File: src/rtl/pwm_pair_pkg.sv
`timescale 1ns/1ps
package pwm_pair_pkg;

   // Operating mode held in the control word; zero is the safe state
   typedef enum logic {
      MODE_BRIDGE   = 1'b0,
      MODE_STANDARD = 1'b1
   } pwm_mode_e;

   // Control word image, packed to match its bit layout (en=4, mode=3, sel=2:0)
   typedef struct packed {
      logic      en;
      pwm_mode_e mode;
      logic [2:0] sel;
   } pwm_ctrl_t;

   localparam int CTRL_BITS = $bits(pwm_ctrl_t);

   // Per-pair register slots, in address order
   typedef enum logic [1:0] {
      FLD_RISE = 2'd0,
      FLD_FALL = 2'd1,
      FLD_LOFF = 2'd2,
      FLD_LEN  = 2'd3
   } pwm_field_e;

   localparam int FIELDS_PER_PAIR = 4;

endpackage

File: src/rtl/pwm_prescaler.sv
`timescale 1ns/1ps
module pwm_prescaler #(
   parameter int SEL_W = 3
) (
   input  logic             clk,
   input  logic             rst_n,
   input  logic             run,
   input  logic [SEL_W-1:0] sel,
   output logic             tick
);
   localparam int PRE_W = 1 << SEL_W;

   generate
      if (SEL_W < 1 || SEL_W > 4) begin : g_bad_sel
         $error("pwm_prescaler: SEL_W must lie in 1..4");
      end
   endgenerate

   logic [PRE_W-1:0] pre_cnt;
   logic [PRE_W-1:0] mask;

   // Ratio 2^(sel+1): the low sel+1 bits of the free counter must all be ones
   always_comb begin
      for (int i = 0; i < PRE_W; i++) begin
         mask[i] = (i <= int'(sel));
      end
   end

   assign tick = run && ((pre_cnt & mask) == mask);

   always_ff @(posedge clk) begin
      if (!rst_n || !run) begin
         pre_cnt <= '0;
      end else begin
         pre_cnt <= pre_cnt + 1'b1;
      end
   end

endmodule

File: src/rtl/pwm_pair_core.sv
`timescale 1ns/1ps
module pwm_pair_core
   import pwm_pair_pkg::*;
#(
   parameter int CNT_W = 16
) (
   input  logic                       clk,
   input  logic                       rst_n,
   input  logic                       run,
   input  logic                       tick,
   input  logic [FIELDS_PER_PAIR-1:0] fld_we,
   input  logic [CNT_W-1:0]           wr_data,
   output logic                       hi,
   output logic                       lo,
   output logic                       wrap
);
   logic [CNT_W-1:0] shd [FIELDS_PER_PAIR];
   logic [CNT_W-1:0] act [FIELDS_PER_PAIR];
   logic [CNT_W-1:0] cnt;
   logic             load;

   assign wrap = tick && (cnt == act[FLD_LEN]);
   assign load = !run || wrap;

   // Shadow and active copies of each field
   genvar f;
   generate
      for (f = 0; f < FIELDS_PER_PAIR; f++) begin : g_fld
         always_ff @(posedge clk) begin
            if (!rst_n) begin
               shd[f] <= '0;
               act[f] <= '0;
            end else begin
               if (fld_we[f]) shd[f] <= wr_data;
               if (load)      act[f] <= shd[f];
            end
         end
      end
   endgenerate

   always_ff @(posedge clk) begin
      if (!rst_n || !run) begin
         cnt <= '0;
      end else if (wrap) begin
         cnt <= '0;
      end else if (tick) begin
         cnt <= cnt + 1'b1;
      end
   end

   logic hit_rise, hit_fall, hit_loff, hit_len;
   logic hi_nxt, lo_nxt, hi_drop;

   assign hit_rise = (cnt == act[FLD_RISE]);
   assign hit_fall = (cnt == act[FLD_FALL]);
   assign hit_loff = (cnt == act[FLD_LOFF]);
   assign hit_len  = (cnt == act[FLD_LEN]);

   // Clearing beats setting on both sides
   always_comb begin
      hi_nxt  = hit_fall ? 1'b0 : (hit_rise ? 1'b1 : hi);
      hi_drop = hi && !hi_nxt;
      lo_nxt  = (hi_drop || hit_loff) ? 1'b0 : (hit_len ? 1'b1 : lo);
   end

   always_ff @(posedge clk) begin
      if (!rst_n || !run) begin
         hi <= 1'b0;
         lo <= 1'b0;
      end else begin
         hi <= hi_nxt;
         lo <= lo_nxt;
      end
   end

endmodule

File: src/rtl/pwm_pair_gen.sv
`timescale 1ns/1ps
module pwm_pair_gen
   import pwm_pair_pkg::*;
#(
   parameter int NUM_PAIRS = 3,
   parameter int CNT_W     = 16,
   parameter int ADDR_W    = 4,
   parameter int SEL_W     = 3
) (
   input  logic                 clk,
   input  logic                 rst_n,
   input  logic                 wr_en,
   input  logic [ADDR_W-1:0]    wr_addr,
   input  logic [CNT_W-1:0]     wr_data,
   output logic [NUM_PAIRS-1:0] pwm_hi,
   output logic [NUM_PAIRS-1:0] pwm_lo,
   output logic                 irq
);
   localparam int ADDR_CTRL = 0;
   localparam int ADDR_CLR  = 1 + FIELDS_PER_PAIR * NUM_PAIRS;
   localparam int ADDR_SPAN = ADDR_CLR + 1;

   generate
      if (NUM_PAIRS < 1 || NUM_PAIRS > 8) begin : g_bad_pairs
         $error("pwm_pair_gen: NUM_PAIRS must lie in 1..8");
      end
      if (CNT_W < CTRL_BITS) begin : g_bad_width
         $error("pwm_pair_gen: CNT_W too narrow for the control word");
      end
      if (ADDR_SPAN > (1 << ADDR_W)) begin : g_bad_addr
         $error("pwm_pair_gen: ADDR_W too narrow for the register map");
      end
      if (SEL_W != 3) begin : g_bad_sel
         $error("pwm_pair_gen: control word layout fixes SEL_W at 3");
      end
   endgenerate

   pwm_ctrl_t            ctrl;
   logic                 run;
   logic                 tick;
   logic                 clr_we;
   logic                 wrap_any;
   logic [NUM_PAIRS-1:0] wrap_vec;

   assign run    = ctrl.en && (ctrl.mode == MODE_STANDARD);
   assign clr_we = wr_en && (wr_addr == ADDR_W'(ADDR_CLR));

   always_ff @(posedge clk) begin
      if (!rst_n) begin
         ctrl <= '0;
      end else if (wr_en && (wr_addr == ADDR_W'(ADDR_CTRL))) begin
         ctrl <= pwm_ctrl_t'(wr_data[CTRL_BITS-1:0]);
      end
   end

   pwm_prescaler #(.SEL_W(SEL_W)) u_pre (
      .clk  (clk),
      .rst_n(rst_n),
      .run  (run),
      .sel  (ctrl.sel),
      .tick (tick)
   );

   genvar p, f;
   generate
      for (p = 0; p < NUM_PAIRS; p++) begin : g_pair
         logic [FIELDS_PER_PAIR-1:0] fld_we;
         for (f = 0; f < FIELDS_PER_PAIR; f++) begin : g_dec
            assign fld_we[f] = wr_en &&
               (wr_addr == ADDR_W'(1 + FIELDS_PER_PAIR * p + f));
         end
         pwm_pair_core #(.CNT_W(CNT_W)) u_core (
            .clk    (clk),
            .rst_n  (rst_n),
            .run    (run),
            .tick   (tick),
            .fld_we (fld_we),
            .wr_data(wr_data),
            .hi     (pwm_hi[p]),
            .lo     (pwm_lo[p]),
            .wrap   (wrap_vec[p])
         );
      end
   endgenerate

   assign wrap_any = |wrap_vec;

   // A wrap in the same cycle as a clear keeps the flag set
   always_ff @(posedge clk) begin
      if (!rst_n) begin
         irq <= 1'b0;
      end else if (wrap_any) begin
         irq <= 1'b1;
      end else if (clr_we) begin
         irq <= 1'b0;
      end
   end

endmodule

File: config.mk
export PLATFORM = sky130hd
export DESIGN_NAME = pwm_pair_gen
export DESIGN_NICKNAME = d
export VERILOG_FILES = /design/src/rtl/pwm_pair_pkg.sv /design/src/rtl/pwm_prescaler.sv /design/src/rtl/pwm_pair_core.sv /design/src/rtl/pwm_pair_gen.sv
export SDC_FILE = /design/constraint.sdc
export NUM_CORES = 1
export LEC_CHECK = 0
export BUFFER_PORTS_ARGS = -buffer_cell sky130_fd_sc_hd__buf_2
export CORE_MARGIN = 2
export CORE_UTILIZATION = 57
export DETAILED_ROUTE_END_ITERATION = 6
export GPL_ROUTABILITY_DRIVEN = 1
export MAX_ROUTING_LAYER = met4
export PLACE_DENSITY = 0.74
export RECOVER_POWER = 25
export SLEW_MARGIN = 30
export SYNTH_ARGS = -nofsm -noshare
export SYNTH_HDL_FRONTEND = slang
export SYNTH_SLANG_ARGS = --single-unit
File: constraint.sdc
create_clock -name clk -period 2.94 [get_ports clk]
set_clock_uncertainty 0.05 [all_clocks]
set_input_delay 0.147 -clock clk [delete_from_list [all_inputs] [get_ports clk]]
set_output_delay 0.147 -clock clk [all_outputs]
set_load 0.1 [all_outputs]
[Yosys cells after proc, flatten, opt, wreduce, memory -nomap -nowiden]
Memory sizes are Yosys's and may differ from the RTL's.
Cells that the tools add are included.
Word-level totals
  register bits: 68
  RAM bits: 384
  input bits: 23
  output and inout bits: 7
  logic and storage cells: 203
  memories kept: 6
Memories
  g_pair[0].u_core.act: words 4, width 16, read ports 4, clocked after Yosys merged registers in 0, write ports 4, line pwm_pair_core.sv:18  | logic [CNT_W-1:0] act [FIELDS_PER_PAIR];
  g_pair[0].u_core.shd: words 4, width 16, read ports 4, clocked after Yosys merged registers in 0, write ports 4, line pwm_pair_core.sv:17  | logic [CNT_W-1:0] shd [FIELDS_PER_PAIR];
  g_pair[1].u_core.act: words 4, width 16, read ports 4, clocked after Yosys merged registers in 0, write ports 4, line pwm_pair_core.sv:18
  g_pair[1].u_core.shd: words 4, width 16, read ports 4, clocked after Yosys merged registers in 0, write ports 4, line pwm_pair_core.sv:17
  g_pair[2].u_core.act: words 4, width 16, read ports 4, clocked after Yosys merged registers in 0, write ports 4, line pwm_pair_core.sv:18
  g_pair[2].u_core.shd: words 4, width 16, read ports 4, clocked after Yosys merged registers in 0, write ports 4, line pwm_pair_core.sv:17
Operators by class
  add/subtract/negate cells: 4
  $lt $le $gt $ge: 7
  eq/ne operators: 26
  multiplexer cells: 78
  bitwise gates (word level): 25
  reduce and logical (&&, ||, !) cells: 43
Operators by type and width (number)
  $mux 16: 24
  $eq 16x16->1: 12
  $mux 1: 54
  $add 16x1->16 const B: 3
  $eq 4x4->1 const B: 6
  $or 1x1->1: 24
  $logic_and 1x1->1: 22
  $eq 4x3->1 const B: 4
  $le 3x3->1 const A: 4
  $reduce_or 2->1: 6
  $add 8x1->8 const B: 1
  $and 8x8->8: 1
  $eq 4x2->1 const B: 2
  $eq 8x8->1: 1
  $logic_or 1x1->1: 7
  $le 2x3->1 const A: 2
  $logic_not 1->1: 5
  $eq 4x1->1 const B: 1
  $logic_not 4->1: 1
  $le 1x3->1 const A: 1
  $reduce_or 3->1: 1
  $reduce_bool 2->1: 1

[Logic depth before layout (Yosys ltp)]
Gate-level depths: netlist (run 1).
  depth in word-level cells: 10
  depth in mapped cells: 8
  mapped depth without buffers: 6

[By module]
A second synthesis (run 1) with hierarchy kept.
Unflattened totals
  cells, all modules: 1692
  area, all modules: 21702.1 um^2
Modules (own cells, without submodules)
  pwm_pair_core: instances 3, cells each 534, area each 6991.7 um^2, seq. area each 4204.0 um^2
  pwm_prescaler: instances 1, cells each 44, area each 379.1 um^2, seq. area each 160.2 um^2
  pwm_pair_gen: instances 1, cells each 46, area each 347.8 um^2, seq. area each 120.1 um^2

[Least setup slack after synthesis (run 1)]
Ideal clock, no wire load.
  path type: register to register
  start: register ctrl[4] in the netlist's numbering
  end: memory g_pair[1].u_core.act[0][0] (enable)
  setup time: 396 ps
  arrival time: 2570 ps
  path slack: -75 ps
  cell stages (with the launch flop): 8
  buffers on the path: 3
  period minus slack after synthesis: 3015 ps
  cell sequence: dfxtp_1 and2_1 clkbuf_1 and4_1 clkbuf_1 nand3_2 o21ai_1 buf_2
RTL lines
  start: declaration: line pwm_pair_gen.sv:38  | pwm_ctrl_t ctrl;
  start signal: assignment: line pwm_pair_gen.sv:52  | ctrl <= pwm_ctrl_t'(wr_data[CTRL_BITS-1:0]);
  end: declaration: line pwm_pair_core.sv:18

==> impl_metrics.ini, run 1 <==
[status]
status = finished clean

[pwr]
peakVddDrop_mv = 0.443
power_density_nw_per_um2 = 602
p_leak_uw = 0.00871

[clock_tree]
ctsResizeCount = 0
h-tree-depth = 2
cts_max_path_buffers = 3
cts_sinks = 452
clk_latency_ns = 0.55
clk_pin_slew_worst_paths_ns = 0.07
hold_buffers = 0
cts_buffers = 44
cts_tree = built
cts_root_buf = clkbuf_16
cts_setup_buffers = 0

[global_routing]
overflow = 0
grt_pass1_wl_mm = 71.0
grt.total_usage_pct = 27.2
grt_max_degree = 85
grt_pass1_vias = 11869
antenna_found_initial = 4

[yosys]
synth_ff_type = edfxtp_1
avgSynthCellArea_sq_um = 12.3
synth_nets = 1638
synth-edff-count = 384
async_flop_share_pct = 0
yosys.area.top_type_share_pct = 58.0
netlist_top_cells_area = edfxtp_1, dfxtp_1, and2_1
ys_warn_count = 0
ys_ff_latch = 452
synth.distinct_cells = 48
yosysSeqAreaShare_pct = 64.9
synth.largest_area_cell = edfxtp_1
synthCells = 1611
syn_area_sq_um = 19900

[layout]
fin_nets = 1658
area_growth_pct = 11.2
drive_gt1_share_pct = 10.8

[die]
num_rows = 68
initial_utilization_pct = 57.7
die_h_um = 191
die_x_um = 191
dieArea_sq_um = 36400
io_pins = 30
core_sq_um = 34500

[timing]
finalCritPeriodShare_pct = 90.1
rsz0062_at_grt = no
setup_violations = 0
fmax_mhz = 378
period_needed_ns = 2.65
tightest_slew_ns = 1.27
finalSetupTns_ns = 0
relSlewSlack_pct = 15.0
whs_ns = 0.0354
hold_viol = 0
drv_slew = 0

[placement]
gp_congestion = 0.894
placement.io_buffers = 29
hpwl_mm = 29.1

[worst_setup_path]
slowest_delay_ns = 0.69
required_ns = 3.10
crit_slowest_cell = dfxtp_1
critical_path_buf_inv_count = 1
crit_arrival_ns = 2.80
worstSetupPathType = reg2reg
start_kind = register
r2r_slack_ns = 0.29
crit_path_end_kind = register
crit_path_max_fanout = 26
critical-path-top-delay-family = simple AND/OR/NAND/NOR gates
cp_cell_sequence = xor2_1 -> nor4_1 -> nand4_1 -> o21ai_4 -> buf_4

[drt]
drtAntennaViolNets = 0
wire_per_inst_um = 22.1
drtPass1Iterations = 7
avgViaCountPerCell = 5.81
via_count = 12315
drcViolationCount = 0
drt_wl_total_mm = 46.8
drtIter0Drc = 1418

[job]
maxCapViolations = 0

[min_path]
hp-class = in2reg
[cell usage after synthesis (6+ instances only)]
master and count:
nor3_1 8, xor2_1 107, nor4_1 41, buf_4 6
or4_1 8, and3_1 132, dfxtp_1 68, or3_1 15
a21oi_1 27, or2_2 6, nand4_1 49, and4_1 8
clkbuf_1 119, nand3_1 23, and2_1 196, nor2_1 118
o21ai_0 29, buf_2 10, xnor2_1 114, nand2_1 89
edfxtp_1 384
[cells in the final DEF, fill, tap and decap left out, types with 45 or more instances in the layout]
cell type,instances
and2_1,186
and3_1,132
buf_4,64
clkbuf_16,45
dfxtp_1,68
edfxtp_1,384
nand2_1,89
nand4_1,49
nor2_1,118
xnor2_1,114
xor2_1,107
[worst paths after layout]
path | from | to | depth (start not counted)
min reg2reg | u_pre.pre_cnt[0]$_SDFF_PP0_ | u_pre.pre_cnt[0]$_SDFF_PP0_ | 1
max reg2reg | g_pair[1].u_core.cnt[12]$_SDFFE_PP0N_ | g_pair[1].u_core.act[3][13]$_SDFFCE_PN0P_ | 5
max | g_pair[1].u_core.cnt[12]$_SDFFE_PP0N_ | g_pair[1].u_core.act[3][13]$_SDFFCE_PN0P_ | 5
min | wr_addr[3] | irq$_SDFFE_PN0P_ | 4
[cell type report]
type	instances	area, sq um
sequential	452	12900
fill	2507	12300
multi-input combinational	1014	6460
clock buffer	64	1270
timing repair buffer	113	798
tap	455	569
clock inverter	15	101
inverter	6	22.5
antenna	2	5.00
[layer usage]
metal  routed length [um]  track usage (%)
met1                19000             36.3
met2                22000             41.6
met3                 3730             3.72
met4                 2030             12.8
met5                    0                -
[tightest hold or removal path: stages]
cell	delay, ns
buf_2	0.14
nand3_1	0.12
o21ai_0	0.08
a21oi_1	0.11
[sequential cells by signal (all words and copies together) (netlist names)]
register / count
g_pair.u_core.act: 192
g_pair.u_core.shd: 192
g_pair.u_core.cnt: 48
u_pre.pre_cnt: 8
ctrl: 5
g_pair.u_core.hi: 3
g_pair.u_core.lo: 3
irq: 1
[stage by stage]
stage | utilization (%) | setup WS [ns] | total power (uW) | instance area, sq um | cells
floorplan | - | 0.265 | 7830 | 19900 | 1611
global placement | 60.4 | 0.378 | 8050 | 20800 | 2040
CTS | 64.3 | 0.338 | 13400 | 22200 | 2119
finish | 64.2 | 0.291 | 13300 | 22100 | 2121
detailed placement | 60.4 | 0.362 | 8070 | 20800 | 2040
global route | 64.2 | 0.200 | 13700 | 22100 | 2120
[power by group]
| part | total, uW | internal [uW] | leakage [uW] | switching (uW) |
|---|---|---|---|---|
| Combinational | 551 | 196 | 0.00342 | 355 |
| Sequential | 7380 | 7260 | 0.00461 | 114 |
| Clock | 5380 | 3080 | 0.000675 | 2300 |
[logic make-up (layout without fill, tap and decap cells)]
| kind of cell | after synthesis | after routing | synth area share [%] |
|---|---|---|---|
| and+or+nand+nor | 707 | 707 | 19.7 |
| adders and majority gates | 4 | 4 | 0.252 |
| other | 0 | 2 | 0 |
| DFF | 452 | 452 | 64.9 |
| muxes | 5 | 5 | 0.252 |
| xor gates and xnor gates | 221 | 221 | 9.74 |
| AOI/OAI and AO/OA | 77 | 77 | 2.22 |
| buffers and inverters | 145 | 198 | 2.96 |
Power figures use the tool's default switching activity.
==> inputs of run 2 (changes only) <==
--- a/config.mk
+++ b/config.mk
@@ -5,6 +5,7 @@
 export SDC_FILE = /design/constraint.sdc
 export NUM_CORES = 1
 export LEC_CHECK = 0
+export ABC_AREA = 1
 export BUFFER_PORTS_ARGS = -buffer_cell sky130_fd_sc_hd__buf_2
 export CORE_MARGIN = 2
 export CORE_UTILIZATION = 57
==> impl_metrics.ini, run 2 <==
[status]
status = finished clean

[yosys]
ys_warn_count = 0
yosysSeqAreaShare_pct = 62.3
yosysMostFrequentCell = nor2_1
synth.largest_area_cell = edfxtp_1
synth-edff-count = 384
ys_ff_latch = 452
netlist_top_cells_area = edfxtp_1, nor2_1, nand2_1
syn_area_sq_um = 20700
avgSynthCellArea_sq_um = 9.53
synth.distinct_cells = 28
yosys.area.top_type_share_pct = 55.7
synth_nets = 2201
yosys-top-cells-count = nor2_1, edfxtp_1, nand2_1, inv_1, xor2_1
async_flop_share_pct = 0
synthCells = 2174
synth_ff_type = edfxtp_1

[worst_setup_path]
crit_path_max_fanout = 64
required_ns = 3.28
crit_arrival_ns = 3.02
worstSetupPathType = reg2reg
crit_path_end_kind = register
start_kind = register

[drt]
drcViolationCount = 0
drtAntennaViolNets = 0
drtPass1Iterations = 5
drt_wl_total_mm = 46.4
wire_per_inst_um = 17.4
via_count = 14012
drtIter0Drc = 1420
avgViaCountPerCell = 5.24

[layout]
multiInputGateArea_sq_um = 5880
reg_top3 = g_pair.u_core.act (192), g_pair.u_core.shd (192), g_pair.u_core.cnt (48)
layout_common_cells = nor2_1, edfxtp_1, nand2_1
final_common_cell = nor2_1
fin_util_pct = 63.2
drive_gt1_share_pct = 7.81
regArea_sq_um = 12900
fin_nets = 2204
fin_area_sq_um = 22500
area_growth_pct = 8.79
antenna_cells = 0
fill_cells = 2857

[die]
die_h_um = 195
io_pins = 30
num_rows = 69
dieArea_sq_um = 37900
core_sq_um = 35700
initial_utilization_pct = 58.1
die_x_um = 195

[global_routing]
overflow = 0
antenna_found_initial = 0
grt.total_usage_pct = 25.8
grt_pass1_wl_mm = 73.0
grt_pass1_vias = 13596
grt_max_degree = 79

[placement]
placement.io_buffers = 29
dpl_cell_area_sq_um = 21100
hpwl_mm = 29.9
gp_congestion = 0.908

[timing]
hold_viol = 0
finalCritPeriodShare_pct = 91.4
fmax_mhz = 372
whs_ns = 0.169
finalSetupTns_ns = 0
rsz0062_at_grt = no
drv_slew = 0
setup_violations = 0
relSlewSlack_pct = 14.6
tightest_slew_ns = 1.27
period_needed_ns = 2.69

[clock_tree]
cts_max_path_buffers = 3
cts_tree = built
h-tree-depth = 2
cts_sinks = 452
cts_root_buf = clkbuf_16
clk_pin_slew_worst_paths_ns = 0.06
clk_latency_ns = 0.56
ctsResizeCount = 0
cts_buffers = 45

[pwr]
p_clk_share_pct = 40.7
peakVddDrop_mv = 0.540
power_switching_share_pct = 21.8
seq_power_share_pct = 54.5
p_leak_uw = 0.00951
switchingPower_uw = 2950
comb_power_share_pct = 4.8
intPower_uw = 10600
power_density_nw_per_um2 = 602

[job]
maxCapViolations = 0

[min_path]
hp-class = in2reg
[run 2: changes by cell type after synthesis, sizes merged, moves of 47 or more]
cell,delta
and3,-132
nand2,+281
inv,+342
and2,-196
nor2,+415
nand3,+47
xnor2,-47
clkbuf,-85
buf,+58
[run 2: area by class of cell]
| cell class | count | share of cell area [%] |
|---|---|---|
| clock buffer | 69 | 5.94 |
| timing repair buffer | 68 | 2.07 |
| multi-input combinational | 1263 | 26.1 |
| clock inverter | 15 | 0.344 |
| inverter | 347 | 5.78 |
| tap | 461 | 2.56 |
| sequential | 452 | 57.2 |
[run 2: worst paths after layout]
path / end / cells after the start / from / slack (ns)
setup / recovery: g_pair[1].u_core.act[2][11]$_SDFFCE_PN0P_ / 8 / u_pre.pre_cnt[5]$_SDFF_PP0_ / 0.25
hold / removal: irq$_SDFFE_PN0P_ / 7 / wr_addr[1] / 0.17
setup reg to reg: g_pair[1].u_core.act[2][11]$_SDFFCE_PN0P_ / 8 / u_pre.pre_cnt[5]$_SDFF_PP0_ / 0.25
hold reg to reg: u_pre.pre_cnt[7]$_SDFF_PP0_ / 2 / u_pre.pre_cnt[7]$_SDFF_PP0_ / 0.43
[run 2: power by group through the flow]
stage / combinational, uW / sequential (uW) / clock (uW)
floorplan: 465 / 7480 / 0
global placement: 625 / 7510 / 0
detailed placement: 647 / 7520 / 0
CTS: 658 / 7390 / 5570
global route: 736 / 7420 / 5820
finish: 653 / 7390 / 5520
[run 2: kinds of logic (layout without fill, tap and decap cells)]
kind of cell / count (synthesis) / count (layout) / share of synthesized area, %
flip-flops: 452 / 452 / 62.3
adder cells (fa/ha/maj): 4 / 4 / 0.242
XOR/XNOR: 137 / 137 / 5.79
buffers and inverters: 459 / 499 / 9.45
AO/OA/AOI/OAI: 72 / 72 / 1.77
AND/OR/NAND/NOR: 1050 / 1050 / 20.5
[run 2: metrics by stage]
stage	power, uW	setup slack, ns	std cells
2_1_floorplan	7950	0.414	2174
3_3_place_gp	8140	0.386	2582
3_5_place_dp	8170	0.274	2582
4_1_cts	13600	0.254	2675
5_1_grt	14000	0.0317	2675
6_report	13600	0.254	2675
[run 2: worst max-delay path, stage by stage (launching register included)]
cell and delay [ns]:
dfxtp_1 0.39, nand2_1 0.10, a21oi_1 0.14, nand2_1 0.13, a21oi_4 0.42, nand3_1 0.39
nand2_1 0.22, nand2_4 0.37, nor2_1 0.25
[run 2: what timing repair did]
action,in CTS,in global routing
hold buffers,9,0
setup buffers,0,0
hold endpoints to repair,6,0
[run 2: layer usage]
metal	part of all wire, %	track usage, %	vias up	routed length, um
met3	7.3	3.61	95	3400
met1	43	35.1	6665	19900
met4	3.2	8.92	0	1500
met2	47	40.3	468	21700
li1	-	-	6784	-
met5	0	-	-	0
